==> src/rtl/bce_pkg.sv <==
package bce_pkg;

  localparam int unsigned SEL_W = 3;

  typedef enum logic [SEL_W-1:0] {
    SEL_NEVER   = 3'd0,
    SEL_ALWAYS  = 3'd1,
    SEL_ZERO    = 3'd2,
    SEL_NONZERO = 3'd3,
    SEL_NONNEG  = 3'd4,
    SEL_NEG     = 3'd5
  } cond_sel_e;

endpackage

==> src/rtl/bce_zero_detect.sv <==
module bce_zero_detect #(
  parameter int unsigned DATA_W  = 32,
  parameter int unsigned GROUP_W = 8
) (
  input  logic [DATA_W-1:0] value,
  output logic              is_zero
);

  localparam int unsigned N_GROUPS = (DATA_W + GROUP_W - 1) / GROUP_W;
  localparam int unsigned PAD_W    = N_GROUPS * GROUP_W;

  logic [PAD_W-1:0]    padded;
  logic [N_GROUPS-1:0] group_clear;

  assign padded = PAD_W'(value);

  // Each group is a local NOR, and the group results are combined by an AND.
  for (genvar g = 0; g < N_GROUPS; g++) begin : g_group
    assign group_clear[g] = ~|padded[g*GROUP_W +: GROUP_W];
  end

  assign is_zero = &group_clear;

endmodule

==> src/rtl/bce_cond_decode.sv <==
module bce_cond_decode
  import bce_pkg::*;
(
  input  logic [SEL_W-1:0] sel,
  input  logic             is_zero,
  input  logic             sign_bit,
  output logic             holds
);

  always_comb begin
    case (cond_sel_e'(sel))
      SEL_NEVER:   holds = 1'b0;
      SEL_ALWAYS:  holds = 1'b1;
      SEL_ZERO:    holds = is_zero;
      SEL_NONZERO: holds = ~is_zero;
      SEL_NONNEG:  holds = ~sign_bit;
      SEL_NEG:     holds = sign_bit;
      default:     holds = 1'b0;
    endcase
  end

endmodule

==> src/rtl/bce_flag_reg.sv <==
module bce_flag_reg (
  input  logic clk,
  input  logic rst,
  input  logic load,
  input  logic d,
  output logic q
);

  always_ff @(posedge clk) begin
    if (rst)       q <= 1'b0;
    else if (load) q <= d;
  end

endmodule

==> src/rtl/branch_cond_eval.sv <==
module branch_cond_eval
  import bce_pkg::*;
#(
  parameter int unsigned DATA_W  = 32,
  parameter int unsigned GROUP_W = 8
) (
  input  logic              clk,
  input  logic              rst,
  input  logic [DATA_W-1:0] bus_value,
  input  logic [SEL_W-1:0]  cond_sel,
  input  logic              load_en,
  input  logic              pc_write_req,
  output logic              cond_flag,
  output logic              pc_write_en
);

  localparam int unsigned SIGN_POS = DATA_W - 1;

  logic value_is_zero;
  logic cond_holds;

  bce_zero_detect #(
    .DATA_W  (DATA_W),
    .GROUP_W (GROUP_W)
  ) u_zero (
    .value   (bus_value),
    .is_zero (value_is_zero)
  );

  bce_cond_decode u_decode (
    .sel      (cond_sel),
    .is_zero  (value_is_zero),
    .sign_bit (bus_value[SIGN_POS]),
    .holds    (cond_holds)
  );

  bce_flag_reg u_flag (
    .clk  (clk),
    .rst  (rst),
    .load (load_en),
    .d    (cond_holds),
    .q    (cond_flag)
  );

  assign pc_write_en = pc_write_req & cond_flag;

endmodule

==> config.mk <==
export PLATFORM = sky130hd
export DESIGN_NAME = branch_cond_eval
export DESIGN_NICKNAME = d
export VERILOG_FILES = /design/src/rtl/bce_pkg.sv /design/src/rtl/bce_zero_detect.sv /design/src/rtl/bce_cond_decode.sv /design/src/rtl/bce_flag_reg.sv /design/src/rtl/branch_cond_eval.sv
export SDC_FILE = /design/constraint.sdc
export NUM_CORES = 1
export LEC_CHECK = 0
export ABC_AREA = 0
export BUFFER_PORTS_ARGS = -buffer_cell sky130_fd_sc_hd__buf_2
export CAP_MARGIN = 30
export CORE_AREA = 2 2 39 41
export CTS_CLUSTER_SIZE = 20
export DETAILED_ROUTE_END_ITERATION = 6
export DIE_AREA = 0 0 41 43
export SYNTH_ARGS = -nofsm -noshare
export SYNTH_HDL_FRONTEND = slang
export SYNTH_SLANG_ARGS = --single-unit
==> constraint.sdc <==
create_clock -name clk -period 1 [get_ports clk]
set_input_delay 0.05 -clock clk [delete_from_list [all_inputs] [get_ports clk]]
set_output_delay 0.05 -clock clk [all_outputs]
set_load 0.02 [all_outputs]
==> results of run 1 <==
-- metal layers --
layer / part of all wire / global-route usage / up-vias
met5: 0 / 0 / -
met4: 0 / 0 / 0
met3: 0.11 / 0.01047 / 0
met2: 0.53 / 0.1813 / 20
met1: 0.37 / 0.09524 / 161
li1: - / - / 192
-- final timing paths --
check	startpoint	endpoint	slack, ps
worst min register to register	u_flag.q$_SDFFE_PP0P_	u_flag.q$_SDFFE_PP0P_	590
worst max register to register	u_flag.q$_SDFFE_PP0P_	u_flag.q$_SDFFE_PP0P_	230
worst max-delay path	bus_value[1]	u_flag.q$_SDFFE_PP0P_	-180
worst min-delay path	rst	u_flag.q$_SDFFE_PP0P_	310
-- power groups by stage --
stage / clock network, mW / logic (mW) / registers, mW
final: 0 / 0.153 / 0.0453
after global routing: 0 / 0.168 / 0.0455
after CTS: 0 / 0.123 / 0.0453
after detailed placement: 0 / 0.123 / 0.0453
after global placement: 0 / 0.121 / 0.0454
after floorplan: 0 / 0.0263 / 0.0487
-- area by class of cell --
type,count,area [sq um],area share
inverter,2,7.507,0.01519
sequential,1,20.02,0.04051
multi-input combinational,23,206.4,0.4177
timing repair buffer,42,240.2,0.4861
tap,16,20.02,0.04051
-- timing repair --
action	in CTS	in global routing
pin swaps	0	8
setup endpoints to repair	1	1
resized for setup	0	14
-- tightest hold or removal path: cells and delay by family --
| kind | cells | cell delay [ps] |
|---|---|---|
| buf+inv | 1 | 80 |
| simple gates | 1 | 50 |
| compound gates | 2 | 80 |
-- stage by stage --
stage / hold slack (ps) / cells / setup TNS, ps
after global placement: 310.9 / 84 / -109.8
after floorplan: 202.7 / 26 / 0
after CTS: 320.3 / 84 / -142.3
after global routing: 332.8 / 84 / -291.4
after detailed placement: 315.2 / 84 / -133.3
final: 311.8 / 84 / -175.9
-- Yosys cell counts (all sizes together) --
library cell	instances
nor4	6
nor2	3
a21oi	2
inv	2
o21ai	2
o41ai	2
and2	1
dfxtp	1
nand2	1
nand3	1
nand4	1
nor3	1
nor4b	1
o21a	1
or3	1
-- cells by family (layout without fill, tap and decap cells) --
group           after synthesis  count (layout)  synth area share
flops                         1               1            0.1143
compound gates                7               7            0.2572
simple gates                 16              16            0.5857
buf+inv                       2              44           0.04287
-- cell usage in the layout (no fill, tap or decap), types with 2 or more instances in the layout --
master,count
buf_2,36
nor4_2,4
buf_6,4
nor2_1,3
inv_1,2
o21ai_0,2
buf_4,2
==> metrics.md, run 1 <==
| Metric | Value |
|---|---|
| Global-route wire length before repair | around 1200 microns |
| Crit share post-route | 1.176 |
| Drt pass-1 iters | 3 |
| Core area | about 1400 sq um |
| Post-route cell area | 494.2 sq um |
| Yosys top cell by area | nor4_1 |
| RSZ-0062 raised after global routing | true |
| Vias per cell | approximately 4.4 |
| CTS Hold Bufs | 0 |
| Sw frac | 0.3202 |
| Ys Warns | 0 |
| Dpl hpwl | approximately 750 microns |
| Ranking of synthesized cells by area | nor4_1 18%, dfxtp_1 11%, o41ai_1 10% |
| Clock latency on the worst-skew pair | 0 ps |
| Wirelength per Cell | 10.46 microns |
| # port buffers | 40 |
| Failing checks | setup timing |
| Total global routing overflow | 0 |
| Sw Pwr | roughly 0.064 mW |
| Final Net Count | around 110 |
| Total power | between 0.15 and 0.2 mW |
| Mapped Nets | between 60 and 70 |
| Layout Skew | 0 ps |
| Max Fanout on Critical Path | 2 |
| Io pins | 41 |
| First DRT Iteration DRCs | 2 |
| Slew Limit Fails | 0 |
| Max FFs per register | 1 |
| Placer congestion estimate | 0.5829 |
| Placed Area | 410.4 sq um |
| Final hold violations | 0 |
| Vias in the first global route | about 350 |
| Worst rel slew slack | 0.8060 |
| Post-CTS Setup Inserts | 0 |
| Final min period | ~1200 ps |
| Hold Path Stages | 4 |
| Mapped cell area | ~180 sq um |
| Sequential share of power | 0.228 |
| Final setup vio count | 1 |
| Unique masters post-synth | 16 |
| Routed Antenna Nets | 0 |
| Power per cell area | 401.7 nW/um^2 |
| Clk slew on worst S/H paths | 0 ps |
| Seq/Total Area, Yosys | 0.1143 |
| Worst Path Arrival | ~1100 ps |
| Antenna cell count | 0 |
| Initial antenna violation count | 0 |
| Internal | around 0.13 mW |
| Status | finished, violations left |
| FF+latch count, synth | 1 |
| Critical path type | input pin to flop |
| R2R cell count | 4 |
| Worst path max stage delay | 420 ps |
| Vias post-DR | roughly 370 |
| Die Y | approximately 43 microns |
| Area delta synth->final | 182.1% |
| Logic pwr share | 0.772 |
| CP Depth | 5 |
| Critical path cell sequence | buf_6 > nor4b_4 > nand4_1 > or3_4 > a21oi_2 |
| Synthesized instance count | 26 |
| Leak | ~0.24 nW |
| CP Capture Type | flop |
| Required @ worst endpoint | roughly 930 ps |
| Layout cells sized above 1 | 0.7500 |
| Part of the power in the clock network | 0 |
| Largest Register | u_flag.q |
| Largest regs | u_flag.q (1) |
| Critical path buffers and inverters | 1 |
| Final worst slack | -175.9 ps |
| Residual DRC | 0 |
| Slew @ Worst Pin | between 200 and 300 ps |
| Pin count of the biggest net entering global routing | 4 |
| Setup crit start kind | input pin |
| Total GRT Usage | 0.09000 |
| HP Class | input pin to flop |
| Slowest CP cell | or3_4 |
| Initial core utilization | 0.1266 |
| Die area | ~1800 sq um |
| Share of the synthesized area in the top cell type | 0.1786 |
| Pre-CTS setup slack | -133.3 ps |
| Die X | a little over 40 microns |
| Fillers | 148 |
| CP delay by family, top | simple AND/OR/NAND/NOR gates |
| Placement Rows | 14 |
| Avg Inst Size Synth | 6.737 sq um |
| Maximum achievable frequency | roughly 850 MHz |
| Max-cap violations | 0 |
| Final wirelength | just under 900 microns |
| Post-layout util | 0.3571 |
| Peak supply drop | 0.1060 mV |
Power figures use the tool's default switching activity.
==> run 2, diff against run 1 <==
Settings changed: ABC_AREA 0 to 1.
==> run 2 against run 1 <==
The flow now finishes without violations. Routed wire length is 11% lower. Flip-flop and latch count unchanged. Area after synthesis increased by 39%. Sequential power fell by 0.9%. Hold slack got worse by 100 ps. Combinational power decreased by 3%. Clock skew did not move. Register-to-register slack improved by 200 ps. Synthesized cell count is 92% higher. Maximum frequency is 24% higher. Critical endpoint unchanged.
==> metrics.md, run 2 <==
| Metric | Value |
|---|---|
| Final setup vio count | 0 |
| Largest Register | u_flag.q |
| Critical path type | input pin to flop |
| Pin count of the biggest net entering global routing | 4 |
| Wirelength per Cell | around 7.4 microns |
| Initial core utilization | 0.1754 |
| Antenna cell count | 0 |
| Area delta synth->final | 111.9% |
| Commonest non-fill, non-tap cell in the layout | buf_2 |
| Final min period | ~940 ps |
| Core area | 1384 sq um |
| Worst Path Arrival | 880 ps |
| Mapped cell area | ~240 sq um |
| HP Class | input pin to flop |
| Vias in the first global route | between 300 and 400 |
| CTS Hold Bufs | 0 |
| Synthesized instance count | 50 |
| Vias per cell | 4.057 |
| Io pins | 41 |
| FFs w/ async S/R, synth | 0 |
| Worst path max stage delay | between 100 and 150 ps |
| RSZ-0062 raised after global routing | true |
| Post-cts sizing count | 0 |
| # port buffers | 40 |
| Global-route wire length before repair | between 1000 and 1500 microns |
| Max FFs per register | 1 |
| WHS Endpoint | u_flag.q$_SDFFE_PP0P_ |
| Setup crit start kind | input pin |
| Pre-CTS setup slack | between 15 and 20 ps |
| Total GRT Usage | 0.07800 |
| Multi-input gate area | between 200 and 250 sq um |
| Commonest cells post-synth | 22 x nor2_1, 14 x nand2_1, 5 x inv_1, 2 x nand3_2 |
| Clock latency on the worst-skew pair | 0 ps |
| Worst setup startpoint | bus_value[30] |
| Ranking of synthesized cells by area | nor2_1 34%, nand2_1 22%, dfxtp_1 8.2% |
| Die X | 41 microns |
| CP Capture Type | flop |
| Hold Startpoint | rst |
| Dpl hpwl | 675.2 microns |
| Final Net Count | 131 |
| Ys Warns | 0 |
| Placer congestion estimate | just under 0.6 |
| Status | completed |
| Required @ worst endpoint | 930 ps |
| Layout cells sized above 1 | 0.5333 |
| Logic pwr share | 0.767 |
| Post-synth EDFFs | 0 |
| Slowest CP cell | a21oi_2 |
| Worst rel slew slack | 0.8979 |
| Total global routing overflow | 0 |
| Post-CTS Setup Inserts | 0 |
| Avg Inst Size Synth | ~5 sq um |
| Unique masters post-synth | 11 |
| Drt pass-1 iters | 4 |
| Placed cells | approximately 110 |
| Sw Pwr | 0.06082 mW |
| Sequential cell area | between 20 and 25 sq um |
| Final hold violations | 0 |
| Peak supply drop | about 0.12 mV |
| Commonest register cell after synthesis | dfxtp_1 |
| Layout Skew | 0 ps |
| Initial antenna violation count | 0 |
| Most common cell in the netlist | nor2_1 |
| Die area | roughly 1800 sq um |
| Power per cell area | between 300 and 400 nW/um^2 |
| Setup slack, reg-to-reg | ~430 ps |
| Max-cap violations | 0 |
| Internal | 0.1319 mW |
| Sequential share of power | 0.233 |
| FF+latch count, synth | 1 |
| Max Fanout on Critical Path | 2 |
| Clk slew on worst S/H paths | 0 ps |
| Placement Rows | 14 |
| Final worst slack | around 55 ps |
| Fillers | 157 |
| Seq/Total Area, Yosys | 0.08247 |
| Share of the synthesized area in the top cell type | 0.3402 |
| Slew @ Worst Pin | between 150 and 200 ps |
| Commonest cells after routing, fill and taps aside | 35 x buf_2, 18 x nor2_1, 14 x nand2_1 |
| First DRT Iteration DRCs | 5 |
| Critical Path Most Common Cell | nand2_1 |
| Die Y | 43 microns |
| Finished Layout Cells | 106 |
| WHS | 212.1 ps |
| Slew Limit Fails | 0 |
| Critical path cell sequence | buf_6 > nor2_4 > nand2_1 > nor2_1 > nand2_1 > nor2_1 > nand2_1 > nand3_2 > nand3_2 > a21oi_2 |
| Sw frac | 0.3156 |
| Residual DRC | 0 |
| Routed Antenna Nets | 0 |
| Final wirelength | between 700 and 800 microns |
| Leak | roughly 0.29 nW |
| Largest regs | u_flag.q (1) |
| Maximum achievable frequency | 1059 MHz |
| RR Startpoint | u_flag.q$_SDFFE_PP0P_ |
| Vias post-DR | 430 |
| Part of the power in the clock network | 0 |
| Worst reg2reg endpoint | u_flag.q$_SDFFE_PP0P_ |
| Hold Path Stages | 2 |
| Yosys top cell by area | nor2_1 |
| R2R cell count | 2 |
| Mapped Nets | just under 90 |
| Crit share post-route | 0.9447 |
[run 2: how the worst max path moves through the flow]
stage | endpoint | slack [ps]
3_5_place_dp | u_flag.q$_SDFFE_PP0P_ | 20
6_report | u_flag.q$_SDFFE_PP0P_ | 60
3_3_place_gp | u_flag.q$_SDFFE_PP0P_ | 40
2_1_floorplan | u_flag.q$_SDFFE_PP0P_ | 200
5_1_grt | u_flag.q$_SDFFE_PP0P_ | -80
4_1_cts | u_flag.q$_SDFFE_PP0P_ | 20
[run 2: cell families (layout without fill, tap and decap cells)]
| logic type | Yosys count | count (layout) | synth area share |
|---|---|---|---|
| AOI/OAI and AO/OA | 3 | 3 | 0.07729 |
| buffers and inverters | 5 | 45 | 0.07733 |
| DFF | 1 | 1 | 0.08248 |
| and+or+nand+nor | 41 | 41 | 0.7629 |
[run 2: metal layers]
layer,global-route usage,up-vias,routed length [microns]
li1,-,235,-
met1,0.07937,173,243
met2,0.1656,22,432
met3,0,0,108
met4,0,0,0
met5,0,-,0
[run 2: power groups by stage]
stage	combinational (mW)	sequential, mW	clock [mW]
after floorplan	0.0422	0.0479	0
after global routing	0.168	0.0453	0
after global placement	0.124	0.0448	0
after CTS	0.127	0.0449	0
after detailed placement	0.127	0.0449	0
final	0.148	0.0449	0
[run 2: layout make-up]
class                   instances  share of cell area
flip-flops and latches          1             0.03893
well taps                      16             0.03893
inverters                       5             0.03650
multi-input cells              44              0.4355
repair buffers                 40              0.4501
[run 2: per-stage QoR]
step,util,area [sq um],TNS [ps],total power [mW]
final,0.3716,514.2,0,0.1927
after CTS,0.3345,462.9,0,0.1721
after global routing,0.3716,514.2,-84.72,0.2128
after detailed placement,0.3345,462.9,0,0.1719
after floorplan,-,242.7,0,0.09014
after global placement,0.3345,462.9,0,0.1689
[run 2: worst max-delay path: cells and delay by family]
kind            cells  cell delay [ps]
buf+inv             1              100
compound gates      1              120
simple gates        8              610
==> run 3, diff against run 2 <==
Clock period 1 ns to 1.1 ns, I/O delays scaled along.
==> run 3 against run 2 <==
Via count decreased by 1.4%. Highest routed layer unchanged. Global-route usage unchanged. Sequential share of layout area increased by 0.41 points. Utilization decreased by 3.5 points. Sequential power decreased by 9.4%.
==> metrics.md, run 3 (synthesis results as in run 2) <==
| Metric | Value |
|---|---|
| Internal | approximately 0.11 mW |
| Pin count of the biggest net entering global routing | 4 |
| Final min period | about 930 ps |
| Drt pass-1 iters | 4 |
| Leak | ~0.27 nW |
| Crit share post-route | 0.8474 |
| Placement Rows | 14 |
| Setup crit start kind | input pin |
| Commonest non-fill, non-tap cell in the layout | buf_2 |
| Clk slew on worst S/H paths | 0 ps |
| Layout cells sized above 1 | 0.5000 |
| Vias post-DR | ~420 |
| Initial core utilization | 0.1754 |
| Largest regs | u_flag.q (1) |
| Max FFs per register | 1 |
| Largest Register | u_flag.q |
| Max-cap violations | 0 |
| Slew Limit Fails | 0 |
| Critical path buffers and inverters | 1 |
| Fillers | 170 |
| Commonest cells after routing, fill and taps aside | 40 x buf_2, 22 x nor2_1, 13 x nand2_1 |
| Maximum achievable frequency | around 1100 MHz |
| Die Y | 43 microns |
| Layout Skew | 0 ps |
| RSZ-0062 raised after global routing | false |
| Total power | between 0.15 and 0.2 mW |
| Total global routing overflow | 0 |
| Antenna cell count | 0 |
| Initial antenna violation count | 0 |
| Setup TNS | 0 ps |
| Placer congestion estimate | 0.5844 |
| Critical path type | input pin to flop |
| Core area | about 1400 sq um |
| Final wirelength | 726 microns |
| Area delta synth->final | 91.75% |
| Residual DRC | 0 |
| Final hold violations | 0 |
| Required @ worst endpoint | between 900 and 1000 ps |
| Post-CTS Setup Inserts | 0 |
| Dpl hpwl | between 700 and 800 microns |
| Routed Antenna Nets | 0 |
| Vias in the first global route | approximately 350 |
| Critical path cell sequence | buf_2 > nor2_1 > nand2_2 > nor2_1 > nand2_1 > o21ai_1 > nand2_1 > nand3_2 > a21oi_2 |
| Sw Pwr | roughly 0.050 mW |
| Die area | roughly 1800 sq um |
| # port buffers | 40 |
| Status | completed |
| Global-route wire length before repair | ~1000 microns |
| Final Net Count | approximately 130 |
| Sequential share of power | 0.262 |
| Total GRT Usage | 0.07800 |
| HP Class | input pin to flop |
| CP delay by family, top | simple AND/OR/NAND/NOR gates |
| Sw frac | 0.3193 |
| Part of the power in the clock network | 0 |
| Die X | 41 microns |
| Slew @ Worst Pin | roughly 150 ps |
| Power per cell area | between 300 and 400 nW/um^2 |
| CP Capture Type | flop |
| Final setup vio count | 0 |
| Max Fanout on Critical Path | 2 |
| Slowest CP cell | nor2_1 |
| Io pins | between 40 and 50 |
| Multi-input gate area | roughly 210 sq um |
| Peak supply drop | 0.1175 mV |
| Logic pwr share | 0.738 |
| Wirelength per Cell | between 6 and 7 microns |
| Worst Path Arrival | roughly 820 ps |
| Worst rel slew slack | 0.8997 |
| Vias per cell | 4.000 |
| Worst path max stage delay | 110 ps |
| Clock latency on the worst-skew pair | 0 ps |
| Sequential cell area | about 20 sq um |
| First DRT Iteration DRCs | 2 |
## run 3: cell counts in the layout (fill, tap and decap cells not counted)
Identical to the previous run, type by type.
## run 3: timing repair
item / in CTS / in global routing
hold buffers: 0 / 0
gates resized for setup: 0 / 2
setup endpoints to repair: 0 / 1
## run 3: final cells by class
| cell class | instances | share of cell area |
|---|---|---|
| Inverter | 5 | 0.04032 |
| Tap cell | 16 | 0.04301 |
| Multi-Input combinational cell | 44 | 0.4435 |
| Sequential cell | 1 | 0.04301 |
| Timing Repair Buffer | 40 | 0.4301 |
## run 3: path summary, 6_finish.rpt
kind	start	end	slack [ps]	cells after the start
worst max-delay path	bus_value[17]	u_flag.q$_SDFFE_PP0P_	170	9
worst min-delay path	rst	u_flag.q$_SDFFE_PP0P_	210	2
worst max register to register	u_flag.q$_SDFFE_PP0P_	u_flag.q$_SDFFE_PP0P_	530	2
worst min register to register	u_flag.q$_SDFFE_PP0P_	u_flag.q$_SDFFE_PP0P_	480	2
## run 3: per-layer routing
metal  track usage  up-vias  share of wire
met2        0.1719       24           0.55
met3             0        0           0.13
met4             0        0              0
li1              -      234              -
met5             0        -              0
met1       0.07302      166           0.32
## run 3: per-stage QoR
stage                     instances    util  hold slack (ps)  instance area, sq um  setup slack (ps)
after floorplan                  50       -            117.4                 242.7             291.2
after global placement          106  0.3345            218.0                 462.9             137.8
after detailed placement        106  0.3345            218.5                 462.9             117.6
after CTS                       106  0.3345            216.5                 462.9             120.5
after global routing            106  0.3363            223.7                 465.4             4.907
final                           106  0.3363            214.3                 465.4             167.9
## run 3: power by group through the flow
stage | logic, mW | registers, mW | clock network [mW]
after detailed placement | 0.116 | 0.0408 | 0
after floorplan | 0.0384 | 0.0436 | 0
after global placement | 0.113 | 0.0407 | 0
after global routing | 0.132 | 0.0412 | 0
after CTS | 0.116 | 0.0408 | 0
final | 0.115 | 0.0407 | 0
